<file path="src/rtl/wprot_pkg.sv">
package wprot_pkg;

  typedef enum logic [1:0] {
    GATE_LOCKED = 2'd0,
    GATE_ARMED  = 2'd1,
    GATE_OPEN   = 2'd2
  } gate_state_e;

  localparam int unsigned SEL_TIME  = 0;
  localparam int unsigned SEL_DATE  = 1;
  localparam int unsigned SEL_CTRL  = 2;
  localparam int unsigned SEL_STAT  = 3;
  localparam int unsigned SEL_PRESC = 4;
  localparam int unsigned SEL_ALARM = 5;
  localparam int unsigned SEL_COUNT = 6;

endpackage

</file>
<file path="src/rtl/wprot_rst_sync.sv">
module wprot_rst_sync #(
  parameter int unsigned STAGES = 2
) (
  input  logic clk,
  input  logic rst_n,
  output logic rst_sync_n_o
);

  logic [STAGES-1:0] chain_q;

  always_ff @(posedge clk or negedge rst_n) begin
    if (!rst_n) begin
      chain_q <= '0;
    end else begin
      chain_q <= {chain_q[STAGES-2:0], 1'b1};
    end
  end

  assign rst_sync_n_o = chain_q[STAGES-1];

endmodule

</file>
<file path="src/rtl/wprot_addr_decode.sv">
module wprot_addr_decode #(
  parameter int unsigned ADDR_W    = 4,
  parameter int unsigned N_PROT    = 6,
  parameter int unsigned PROT_BASE = 0,
  parameter int unsigned KEY_ADDR  = 7
) (
  input  logic [ADDR_W-1:0] addr_i,
  output logic [N_PROT-1:0] prot_hit_o,
  output logic              key_hit_o
);

  for (genvar g = 0; g < N_PROT; g++) begin : g_hit
    localparam logic [ADDR_W-1:0] SLOT_ADDR = ADDR_W'(PROT_BASE + g);
    assign prot_hit_o[g] = (addr_i == SLOT_ADDR);
  end

  assign key_hit_o = (addr_i == ADDR_W'(KEY_ADDR));

endmodule

</file>
<file path="src/rtl/wprot_key_fsm.sv">
module wprot_key_fsm
  import wprot_pkg::*;
#(
  parameter int unsigned DATA_W     = 32,
  parameter int unsigned KEY_W      = 8,
  parameter logic [7:0]  KEY_FIRST  = 8'hCA,
  parameter logic [7:0]  KEY_SECOND = 8'h53
) (
  input  logic              clk,
  input  logic              rst_n,
  input  logic              key_wr_i,
  input  logic [DATA_W-1:0] key_data_i,
  output logic              unlocked_o
);

  localparam logic [DATA_W-1:0] KEY_MASK = DATA_W'((64'd1 << KEY_W) - 64'd1);
  localparam logic [DATA_W-1:0] FIRST_W  = DATA_W'(KEY_FIRST);
  localparam logic [DATA_W-1:0] SECOND_W = DATA_W'(KEY_SECOND);

  gate_state_e state_q, state_d;
  logic        is_first, is_second;

  assign is_first  = ((key_data_i & KEY_MASK) == FIRST_W);
  assign is_second = ((key_data_i & KEY_MASK) == SECOND_W);

  always_comb begin
    state_d = state_q;
    unique case (state_q)
      GATE_LOCKED: state_d = is_first ? GATE_ARMED : GATE_LOCKED;
      GATE_ARMED: begin
        if (is_second)     state_d = GATE_OPEN;
        else if (is_first) state_d = GATE_ARMED;
        else               state_d = GATE_LOCKED;
      end
      GATE_OPEN:   state_d = is_first ? GATE_ARMED : GATE_LOCKED;
      default:     state_d = GATE_LOCKED;
    endcase
  end

  always_ff @(posedge clk or negedge rst_n) begin
    if (!rst_n) begin
      state_q <= GATE_LOCKED;
    end else if (key_wr_i) begin
      state_q <= state_d;
    end
  end

  assign unlocked_o = (state_q == GATE_OPEN);


  open_needs_second_key_chk: assert property (@(posedge clk) disable iff (!rst_n)
    $rose(unlocked_o) |-> $past(key_wr_i && is_second));


  open_key_relocks_chk: assert property (@(posedge clk) disable iff (!rst_n)
    (unlocked_o && key_wr_i) |=> !unlocked_o);

endmodule

</file>
<file path="src/rtl/wprot_strobe_gate.sv">
module wprot_strobe_gate #(
  parameter int unsigned N_PROT = 6
) (
  input  logic              clk,
  input  logic              rst_n,
  input  logic              we_i,
  input  logic              domain_en_i,
  input  logic              unlocked_i,
  input  logic [N_PROT-1:0] prot_hit_i,
  output logic [N_PROT-1:0] strobe_o
);

  logic pass_en;

  assign pass_en  = we_i & domain_en_i & unlocked_i;
  assign strobe_o = prot_hit_i & {N_PROT{pass_en}};


  locked_blocks_chk: assert property (@(posedge clk) disable iff (!rst_n)
    !unlocked_i |-> (strobe_o == '0));


  domain_blocks_chk: assert property (@(posedge clk) disable iff (!rst_n)
    !domain_en_i |-> (strobe_o == '0));


  single_strobe_chk: assert property (@(posedge clk) disable iff (!rst_n)
    $onehot0(strobe_o));


  no_we_no_strobe_chk: assert property (@(posedge clk) disable iff (!rst_n)
    !we_i |-> (strobe_o == '0));

endmodule

</file>
<file path="src/rtl/wprot_gate.sv">
module wprot_gate #(
  parameter int unsigned ADDR_W     = 4,
  parameter int unsigned DATA_W     = 32,
  parameter int unsigned KEY_W      = 8,
  parameter int unsigned N_PROT     = wprot_pkg::SEL_COUNT,
  parameter int unsigned PROT_BASE  = 0,
  parameter int unsigned KEY_ADDR   = 7,
  parameter logic [7:0]  KEY_FIRST  = 8'hCA,
  parameter logic [7:0]  KEY_SECOND = 8'h53
) (
  input  logic              clk,
  input  logic              rst_n,
  input  logic [ADDR_W-1:0] bus_addr_i,
  input  logic [DATA_W-1:0] bus_wdata_i,
  input  logic              bus_we_i,
  input  logic              domain_en_i,
  output logic [N_PROT-1:0] wr_strobe_o,
  output logic              unlocked_o
);

  logic              rst_q_n;
  logic [N_PROT-1:0] prot_hit;
  logic              key_hit;
  logic              key_wr;

  wprot_rst_sync #(.STAGES(2)) i_rst_sync (
    .clk          (clk),
    .rst_n        (rst_n),
    .rst_sync_n_o (rst_q_n)
  );

  wprot_addr_decode #(
    .ADDR_W    (ADDR_W),
    .N_PROT    (N_PROT),
    .PROT_BASE (PROT_BASE),
    .KEY_ADDR  (KEY_ADDR)
  ) i_decode (
    .addr_i     (bus_addr_i),
    .prot_hit_o (prot_hit),
    .key_hit_o  (key_hit)
  );

  assign key_wr = bus_we_i & domain_en_i & key_hit;

  wprot_key_fsm #(
    .DATA_W     (DATA_W),
    .KEY_W      (KEY_W),
    .KEY_FIRST  (KEY_FIRST),
    .KEY_SECOND (KEY_SECOND)
  ) i_key_fsm (
    .clk        (clk),
    .rst_n      (rst_q_n),
    .key_wr_i   (key_wr),
    .key_data_i (bus_wdata_i),
    .unlocked_o (unlocked_o)
  );

  wprot_strobe_gate #(.N_PROT(N_PROT)) i_gate (
    .clk         (clk),
    .rst_n       (rst_q_n),
    .we_i        (bus_we_i),
    .domain_en_i (domain_en_i),
    .unlocked_i  (unlocked_o),
    .prot_hit_i  (prot_hit),
    .strobe_o    (wr_strobe_o)
  );


  domain_low_holds_chk: assert property (@(posedge clk) disable iff (!rst_q_n)
    !domain_en_i |=> $stable(unlocked_o));


  other_addr_holds_chk: assert property (@(posedge clk) disable iff (!rst_q_n)
    (bus_we_i && (bus_addr_i != ADDR_W'(KEY_ADDR))) |=> $stable(unlocked_o));

endmodule

</file>
<file path="config.mk">
export PLATFORM = sky130hd
export DESIGN_NAME = wprot_gate
export DESIGN_NICKNAME = d
export VERILOG_FILES = /design/src/rtl/wprot_pkg.sv /design/src/rtl/wprot_rst_sync.sv /design/src/rtl/wprot_addr_decode.sv /design/src/rtl/wprot_key_fsm.sv /design/src/rtl/wprot_strobe_gate.sv /design/src/rtl/wprot_gate.sv
export SDC_FILE = /design/constraint.sdc
export NUM_CORES = 1
export LEC_CHECK = 0
export ABC_CLOCK_PERIOD_IN_PS = 1400
export BUFFER_PORTS_ARGS = -buffer_cell sky130_fd_sc_hd__buf_2
export CAP_MARGIN = 5
export CORE_AREA = 10 10 47 49
export DETAILED_ROUTE_END_ITERATION = 7
export DIE_AREA = 0 0 57 59
export PLACE_DENSITY_LB_ADDON = 0.15
export SLEW_MARGIN = 25
export SYNTH_ARGS = -nofsm -noshare
export SYNTH_HDL_FRONTEND = slang
export SYNTH_SLANG_ARGS = --single-unit
</file>
<file path="constraint.sdc">
create_clock -name clk -period 1.4 [get_ports clk]
set_input_delay 0.21 -clock clk [delete_from_list [all_inputs] [get_ports clk]]
set_output_delay 0.21 -clock clk [all_outputs]
set_load 0.02 [all_outputs]
</file>
## Word-level counts from Yosys, hierarchy flattened

Index checks and enable logic that the tools add are counted.

- Equal/unequal tests: 10
- Multiplexer cells: 3
- Bitwise operators: 4
- Reductions and logical operators: 3

Operator list:

| cell | number |
|---|---|
| 4-bit by 3-bit == test with 1-bit output, second input constant | 3 |
| 4-bit by 2-bit == test with 1-bit output, second input constant | 2 |
| 8-bit by 7-bit == test with 1-bit output, second input constant | 1 |
| 8-bit == test, second input constant | 1 |
| 6-bit bitwise AND | 1 |
| 4-bit by 1-bit == test with 1-bit output, second input constant | 1 |
| 4-bit logical NOT | 1 |
| 2-bit case mux with 2 select lines | 1 |
| 1-bit bitwise AND | 3 |
| 2-bit by 1-bit == test with 1-bit output, second input constant | 1 |
| 2-bit == test, second input constant | 1 |
| 2-bit logical NOT | 1 |
| 2-bit 2-to-1 mux | 1 |
| 2-bit OR reduction | 1 |
| 1-bit 2-to-1 mux | 1 |

- Register bits: 4
- Output and inout port bits: 7
- Logic and storage cells: 22

## Depth between registers and ports, before layout

Gate-level depths: netlist of the first run.

- Depth after elaboration: 4
- Gate-level depth with buffers: 3
- Gate-level depth less buffers: 3

## Modules after synthesis

A second synthesis of the first run with hierarchy kept.

- Cell total of the unflattened synthesis: 29
- Area, all modules: 310.3 µm²

By module, submodules not included:

| module | instances | cells an instance | area an instance (µm²) | seq. area each (µm²) |
|---|---|---|---|---|
| wprot_key_fsm | 1 | 12 | 128.9 | 50.0 |
| wprot_addr_decode | 1 | 7 | 68.8 | 0.0 |
| wprot_rst_sync | 1 | 3 | 53.8 | 50.0 |
| wprot_strobe_gate | 1 | 6 | 52.6 | 0.0 |
| wprot_gate | 1 | 1 | 6.3 | 0.0 |

## Least setup slack after synthesis of the first run

OpenSTA, ideal clock, no wires.

- Path type: register -> output
- Start point: reg i_key_fsm.state_q[0]
- End point: out wr_strobe_o[4]
- Arrival time: 1.362 ns
- Data required time: 1.190 ns
- Slack: -0.172 ns
- Cell stages (with the launch flop): 4
- Buffers on the path: 0
- Cell sequence: dfrtp_1 nand4b_4 nor2_1 nor4bb_1

- Longest elaborated chain between the ends: 3

RTL lines:

| item | line | RTL |
|---|---|---|
| start: declaration | wprot_key_fsm.sv:20 | `gate_state_e state_q, state_d;` |
| start signal: assignment | wprot_key_fsm.sv:44 | `state_q <= state_d;` |
| 2-bit == test | wprot_key_fsm.sv:48 | `assign unlocked_o = (state_q == GATE_OPEN);` |
| 1-bit bitwise AND | wprot_strobe_gate.sv:15 | `assign pass_en = we_i & domain_en_i & unlocked_i;` |
| 6-bit bitwise AND | wprot_strobe_gate.sv:16 | `assign strobe_o = prot_hit_i & {N_PROT{pass_en}};` |
| end: declaration | wprot_gate.sv:17 | `output logic [N_PROT-1:0] wr_strobe_o,` |

No other way between the ends.

## Worst setup path in the final report of the first run

- Start point: reg i_key_fsm.state_q[0]
- End point: out wr_strobe_o[2]

The elaborated chain is that of the path after synthesis.

==> run_results.csv, run 1 <==
group,metric,value,unit
detailed_routing,wire_per_inst,13.5,um
cts,htreeDepth,1,
placement,dp_cells,70,
setup_path,ff2ff_setup_slack,0.38,ns
floorplanning,die_w,57,um
pwr,combPwrFrac,0.158,
placement,portBuffers,22,
cts,clkSinkCount,4,
detailed_routing,vias,347,
sta,fin_hold_ws,0.0183,ns
yosys,yosysSeqAreaShare,0.340,
sta,skew,0.00190,ns
cts,cts.clk_slew.worst_paths,0.04,ns
pwr,clock_power_share,0.452,
finish,layout_common_cells,"buf_2, buf_4, dfrtp_1, buf_6",
sta,setup_ws,-0.264,ns
setup_path,timing_worst_setup_path_type,"reg2out",
finish,multi_input_comb_area,236,um2
setup_path,cp-start-kind,"flop",
sta,rsz0062_at_grt,"yes",
floorplanning,initial_core_util,0.210,
sta,period_needed,1.66,ns
pwr,switching_power,0.0694,mW
placement,preCtsSetupSlack,-0.0514,ns
finish,fin_nets,100,
yosys,synth_fp_nets,69,
setup_path,cp.required,1.19,ns
finish,antenna_cells,0,
floorplanning,io_pins,47,
pwr,swShare,0.224,
floorplanning,die-area,3360,um2
pwr,pwr-share-seq,0.390,
yosys,mappedNetlistArea,294,um2
setup_path,cp_max_fo,2,
detailed_routing,final_antenna_net_count,0,
setup_path,endpoint,"wr_strobe_o[2]",
pwr,leakage,0.258,nW
finish,final_common_cell,"buf_2",
global_route,grt_pass1_vias,390,
flow_run,drv_cap,0,
sta,finalSetupTns,-1.13,ns
sta,slew_viol_final,0,
cts,root_buffer,"clkbuf_4",
cts,cts_buffers,3,
run_status,outcome,"finished with violations",
sta,finalCritPeriodShare,1.19,
finish,drive_gt1_frac,0.621,
yosys,synth_cell_type_count,18,
detailed_routing,avgViaCountPerCell,4.69,
global_route,grt_max_degree,7,
detailed_routing,drc_errors,0,
placement,dp_hpwl,824,um
detailed_routing,totalWireLength,997,um
setup_path,cp.arrival,1.45,ns
sta,finalHoldViolCount,0,
global_route,grt_pass1_wl,1770,um
cts,insertion_delay,0.23,ns
pwr,power.density,561,nW/um2
setup_path,rr_startpoint,"i_key_fsm.state_q[1]",
setup_path,crit-reg2reg-capture,"i_key_fsm.state_q[0]",
finish,final_cells,74,
finish,nFillCells,155,
detailed_routing,drt_iter0_markers,3,
yosys,avgSynthCellArea,10.1,um2
detailed_routing,dr.pass1.iters,3,
setup_path,reg2reg_depth,3,
pwr,total_power,0.310,mW
placement,place_congestion,0.650,
global_route,grt-ovfl-total,0,
floorplanning,num_rows,14,
setup_path,startpoint,"i_key_fsm.state_q[0]",
yosys,yosysWarnings,0,
floorplanning,die_h,59,um
worst_hold_path,hold_class,"reg2async",
sta,setup_viol,6,
finish,register_area,100,um2
pwr,p_int,0.240,mW
cts,postCtsSetupRepairBufs,0,
yosys,synth_seq_cells,4,
yosys,syn_inst,29,
global_route,grtUsageTotal,0.0648,
finish,syn_to_final_growth,87.7,%
run_status,violations,"setup timing",
cts,cts_tree,"yes",
sta,max_freq,0.601,GHz
floorplanning,core-area,1400,um2
pwr,peakVddDrop,0.000370,V
cts,cts_buffer_depth,2,
setup_path,cp-end-kind,"output port",
global_route,grt_antenna_before_repair,0,
-- sequential cells by signal (all words and copies together) (netlist names) --
register,flops
i_key_fsm.state_q,2
i_rst_sync.chain_q,2
-- final cells by class --
cell class | count | area share
Multi-Input combinational cell | 25 | 0.429
Tap cell | 16 | 0.0363
Sequential cell | 4 | 0.181
Clock buffer | 3 | 0.0408
Timing Repair Buffer | 26 | 0.313
-- repair_timing --
item / in CTS / in global routing
pin swaps: 1 / 0
endpoints found under the setup margin: 6 / 6
resized for setup: 12 / 2
hold buffers: 1 / 0
endpoints found under the hold margin: 2 / 0
-- cell usage after synthesis --
master    number  area share
nor4b_1        1       0.030
o21ai_0        2       0.034
or2_1          1       0.021
and4b_1        1       0.034
nor2_1         3       0.038
nor2b_1        1       0.021
o21a_1         1       0.026
nand3_1        1       0.017
nor4bb_1       4        0.14
o31ai_1        2       0.051
nor3b_2        1       0.043
and3_1         1       0.021
conb_1         1       0.013
or3_4          1       0.038
nand2_1        2       0.026
nand4b_4       1       0.081
nand4b_1       1       0.030
dfrtp_1        4        0.34
-- critical path: stages, from the launching register on --
cell	delay (ns)
dfrtp_1	0.37
nand4b_4	0.17
or3_4	0.36
nor3b_4	0.18
buf_6	0.14
-- routing by layer --
| layer | GRT usage | routed length, um | vias to the layer above |
|---|---|---|---|
| li1 | - | - | 171 |
| met4 | 0.0403 | 0 | 0 |
| met1 | 0.0700 | 393 | 163 |
| met5 | 0 | 0 | - |
| met2 | 0.0930 | 494 | 13 |
| met3 | 0.0408 | 108 | 0 |
-- cells by family after synthesis --
logic type / after synthesis / synth area share
AO/OA/AOI/OAI: 5 / 0.111
flip-flops: 4 / 0.340
other: 1 / 0.0128
AND/OR/NAND/NOR: 19 / 0.536
-- worst min path at each step --
stage                                 end             startpoint  slack, ns  cells past startpoint
CTS                  i_key_fsm.state_q[1]  i_rst_sync.chain_q[1]       0.02                      0
detailed placement  i_rst_sync.chain_q[1]                  rst_n     -0.003                      1
floorplan           i_rst_sync.chain_q[0]                  rst_n      -0.09                      0
global route         i_key_fsm.state_q[1]  i_rst_sync.chain_q[1]       0.03                      0
global placement    i_rst_sync.chain_q[1]                  rst_n     -0.002                      1
finish               i_key_fsm.state_q[1]  i_rst_sync.chain_q[1]       0.02                      0
-- power groups by stage --
stage	combinational [mW]	sequential (mW)	clock (mW)
2_1_floorplan	0.0111	0.122	0
3_3_place_gp	0.0436	0.122	0
3_5_place_dp	0.0441	0.122	0
4_1_cts	0.0476	0.121	0.152
5_1_grt	0.0543	0.121	0.159
6_report	0.0490	0.121	0.140
-- per-stage QoR --
stage,utilization,area (um2)
2_1_floorplan,-,315
3_3_place_gp,0.334,468
3_5_place_dp,0.334,468
4_1_cts,0.385,539
5_1_grt,0.394,552
6_report,0.394,552
Note: power is estimated with default switching activity, not from simulation.
==> inputs of run 2 (changes only) <==
==> constraint.sdc (replaced) <==
create_clock -name clk -period 1.4 [get_ports clk]
set_input_delay 0.28 -clock clk [delete_from_list [all_inputs] [get_ports clk]]
set_output_delay 0.28 -clock clk [all_outputs]
set_load 0.02 [all_outputs]
==> run_results.csv, run 2 (synthesis results as in run 1) <==
group,metric,value,unit
placement,place_congestion,0.691,
sta,finalCritPeriodShare,1.24,
sta,setup_ws,-0.330,ns
floorplanning,initial_core_util,0.210,
finish,register_area,100,um2
floorplanning,die-area,3360,um2
global_route,grt_max_degree,7,
global_route,grt-ovfl-total,0,
cts,root_buffer,"clkbuf_4",
setup_path,reg2reg_depth,3,
finish,finalInstanceArea,558,um2
setup_path,cp-end-kind,"output port",
pwr,power.density,559,nW/um2
sta,period_needed,1.73,ns
sta,setup_viol,6,
setup_path,crit-reg2reg-capture,"i_key_fsm.state_q[0]",
finish,final_common_cell,"buf_2",
detailed_routing,vias,344,
setup_path,timing_worst_setup_path_type,"reg2out",
pwr,peakVddDrop,0.000406,V
finish,utilization,0.398,
sta,finalHoldViolCount,0,
setup_path,cp_max_fo,2,
placement,preCtsSetupSlack,-0.135,ns
cts,clkSinkCount,4,
global_route,grt_antenna_before_repair,0,
finish,multi_input_comb_area,228,um2
placement,placed_area,483,um2
setup_path,crit_cells,4,
floorplanning,num_rows,14,
setup_path,cp.required,1.12,ns
setup_path,cp_slowest_cell,"dfrtp_1",
floorplanning,io_pins,47,
worst_hold_path,hold_class,"reg2async",
finish,drive_gt1_frac,0.633,
cts,htreeDepth,1,
sta,fin_hold_ws,0.0211,ns
detailed_routing,drt_iter0_markers,1,
cts,insertion_delay,0.23,ns
flow_run,drv_cap,0,
detailed_routing,dr.pass1.iters,2,
setup_path,cp_cell_sequence,"nand4b_4 > or3_4 > nor3b_4 > buf_6",
finish,nFillCells,141,
placement,dp_hpwl,849,um
setup_path,endpoint,"wr_strobe_o[2]",
sta,max_freq,0.578,GHz
cts,cts.clk_slew.worst_paths,0.04,ns
sta,skew,0.0000328,ns
sta,rsz0062_at_grt,"yes",
floorplanning,die_w,57,um
global_route,grtUsageTotal,0.0618,
detailed_routing,wire_per_inst,13.1,um
global_route,grt_pass1_vias,381,
detailed_routing,drc_errors,0,
finish,syn_to_final_growth,89.8,%
cts,postCtsSetupRepairBufs,0,
cts,cts_buffers,3,
cts,cts_tree,"yes",
setup_path,cp.arrival,1.45,ns
global_route,grt_pass1_wl,1740,um
setup_path,cpPeakStageDelay,0.37,ns
detailed_routing,totalWireLength,997,um
setup_path,ff2ff_setup_slack,0.32,ns
floorplanning,die_h,59,um
finish,layout_common_cells,"buf_2, buf_4, dfrtp_1, buf_6",
cts,cts_buffer_depth,2,
finish,antenna_cells,0,
setup_path,startpoint,"i_key_fsm.state_q[0]",
detailed_routing,final_antenna_net_count,0,
setup_path,cp_top_family,"simple AND/OR/NAND/NOR gates",
placement,portBuffers,22,
detailed_routing,avgViaCountPerCell,4.53,
setup_path,worst-path-buf-inv,1,
floorplanning,core-area,1400,um2
finish,top_regs,"i_key_fsm.state_q x2, i_rst_sync.chain_q x2",
run_status,outcome,"finished with violations",
sta,slew_viol_final,0,
setup_path,cp-start-kind,"flop",
setup_path,rr_startpoint,"i_key_fsm.state_q[1]",
run_status,violations,"setup timing",
finish,fin_nets,102,
pwr,leakage,0.261,nW
## run 2: changes by cell type in the layout (fill, tap and decap cells not counted), sizes merged
cell / change
buf: +2
## run 2: metrics by stage
stage                     instances  setup TNS (ns)  power (mW)
after global placement           72          -0.320       0.170
after CTS                        76           -1.62       0.321
after floorplan                  29          -0.162       0.133
final                            76           -1.49       0.312
after detailed placement         72          -0.346       0.171
after global routing             76           -2.06       0.338
## run 2: area by class of cell
cell class,count,share of cell area
tap,16,0.0359
multi-input combinational,25,0.408
sequential,4,0.179
clock buffer,3,0.0404
timing repair buffer,28,0.336
## run 2: repair_timing
action                                  4_1_cts  5_1_grt
endpoints found under the setup margin        6        6
pin swaps                                     1        0
gates resized for setup                      12        1
hold buffers                                  1        0
endpoints found under the hold margin         2        0
## run 2: power by group
part           switching (mW)  internal, mW  total, mW  leakage, nW
clock network          0.0438        0.0957      0.139       0.0138
registers             0.00140         0.119      0.121       0.0513
logic                  0.0238        0.0282     0.0519        0.196
## run 2: per-layer routing
| layer | up-vias | part of all wire | global-route usage |
|---|---|---|---|
| met5 | - | 0 | 0 |
| met4 | 0 | 0 | 0.0302 |
| met3 | 0 | 0.088 | 0.0258 |
| met2 | 13 | 0.51 | 0.105 |
| met1 | 156 | 0.41 | 0.0642 |
| li1 | 175 | - | - |
## run 2: how the worst min path moves through the flow
| stage | startpoint | endpoint | cells past startpoint |
|---|---|---|---|
| after floorplan | rst_n | i_rst_sync.chain_q[0] | 0 |
| after global placement | i_rst_sync.chain_q[1] | i_key_fsm.state_q[0] | 0 |
| after detailed placement | i_rst_sync.chain_q[1] | i_key_fsm.state_q[0] | 0 |
| after CTS | i_rst_sync.chain_q[1] | i_key_fsm.state_q[1] | 0 |
| after global routing | i_rst_sync.chain_q[1] | i_key_fsm.state_q[1] | 0 |
| final | i_rst_sync.chain_q[1] | i_key_fsm.state_q[0] | 0 |
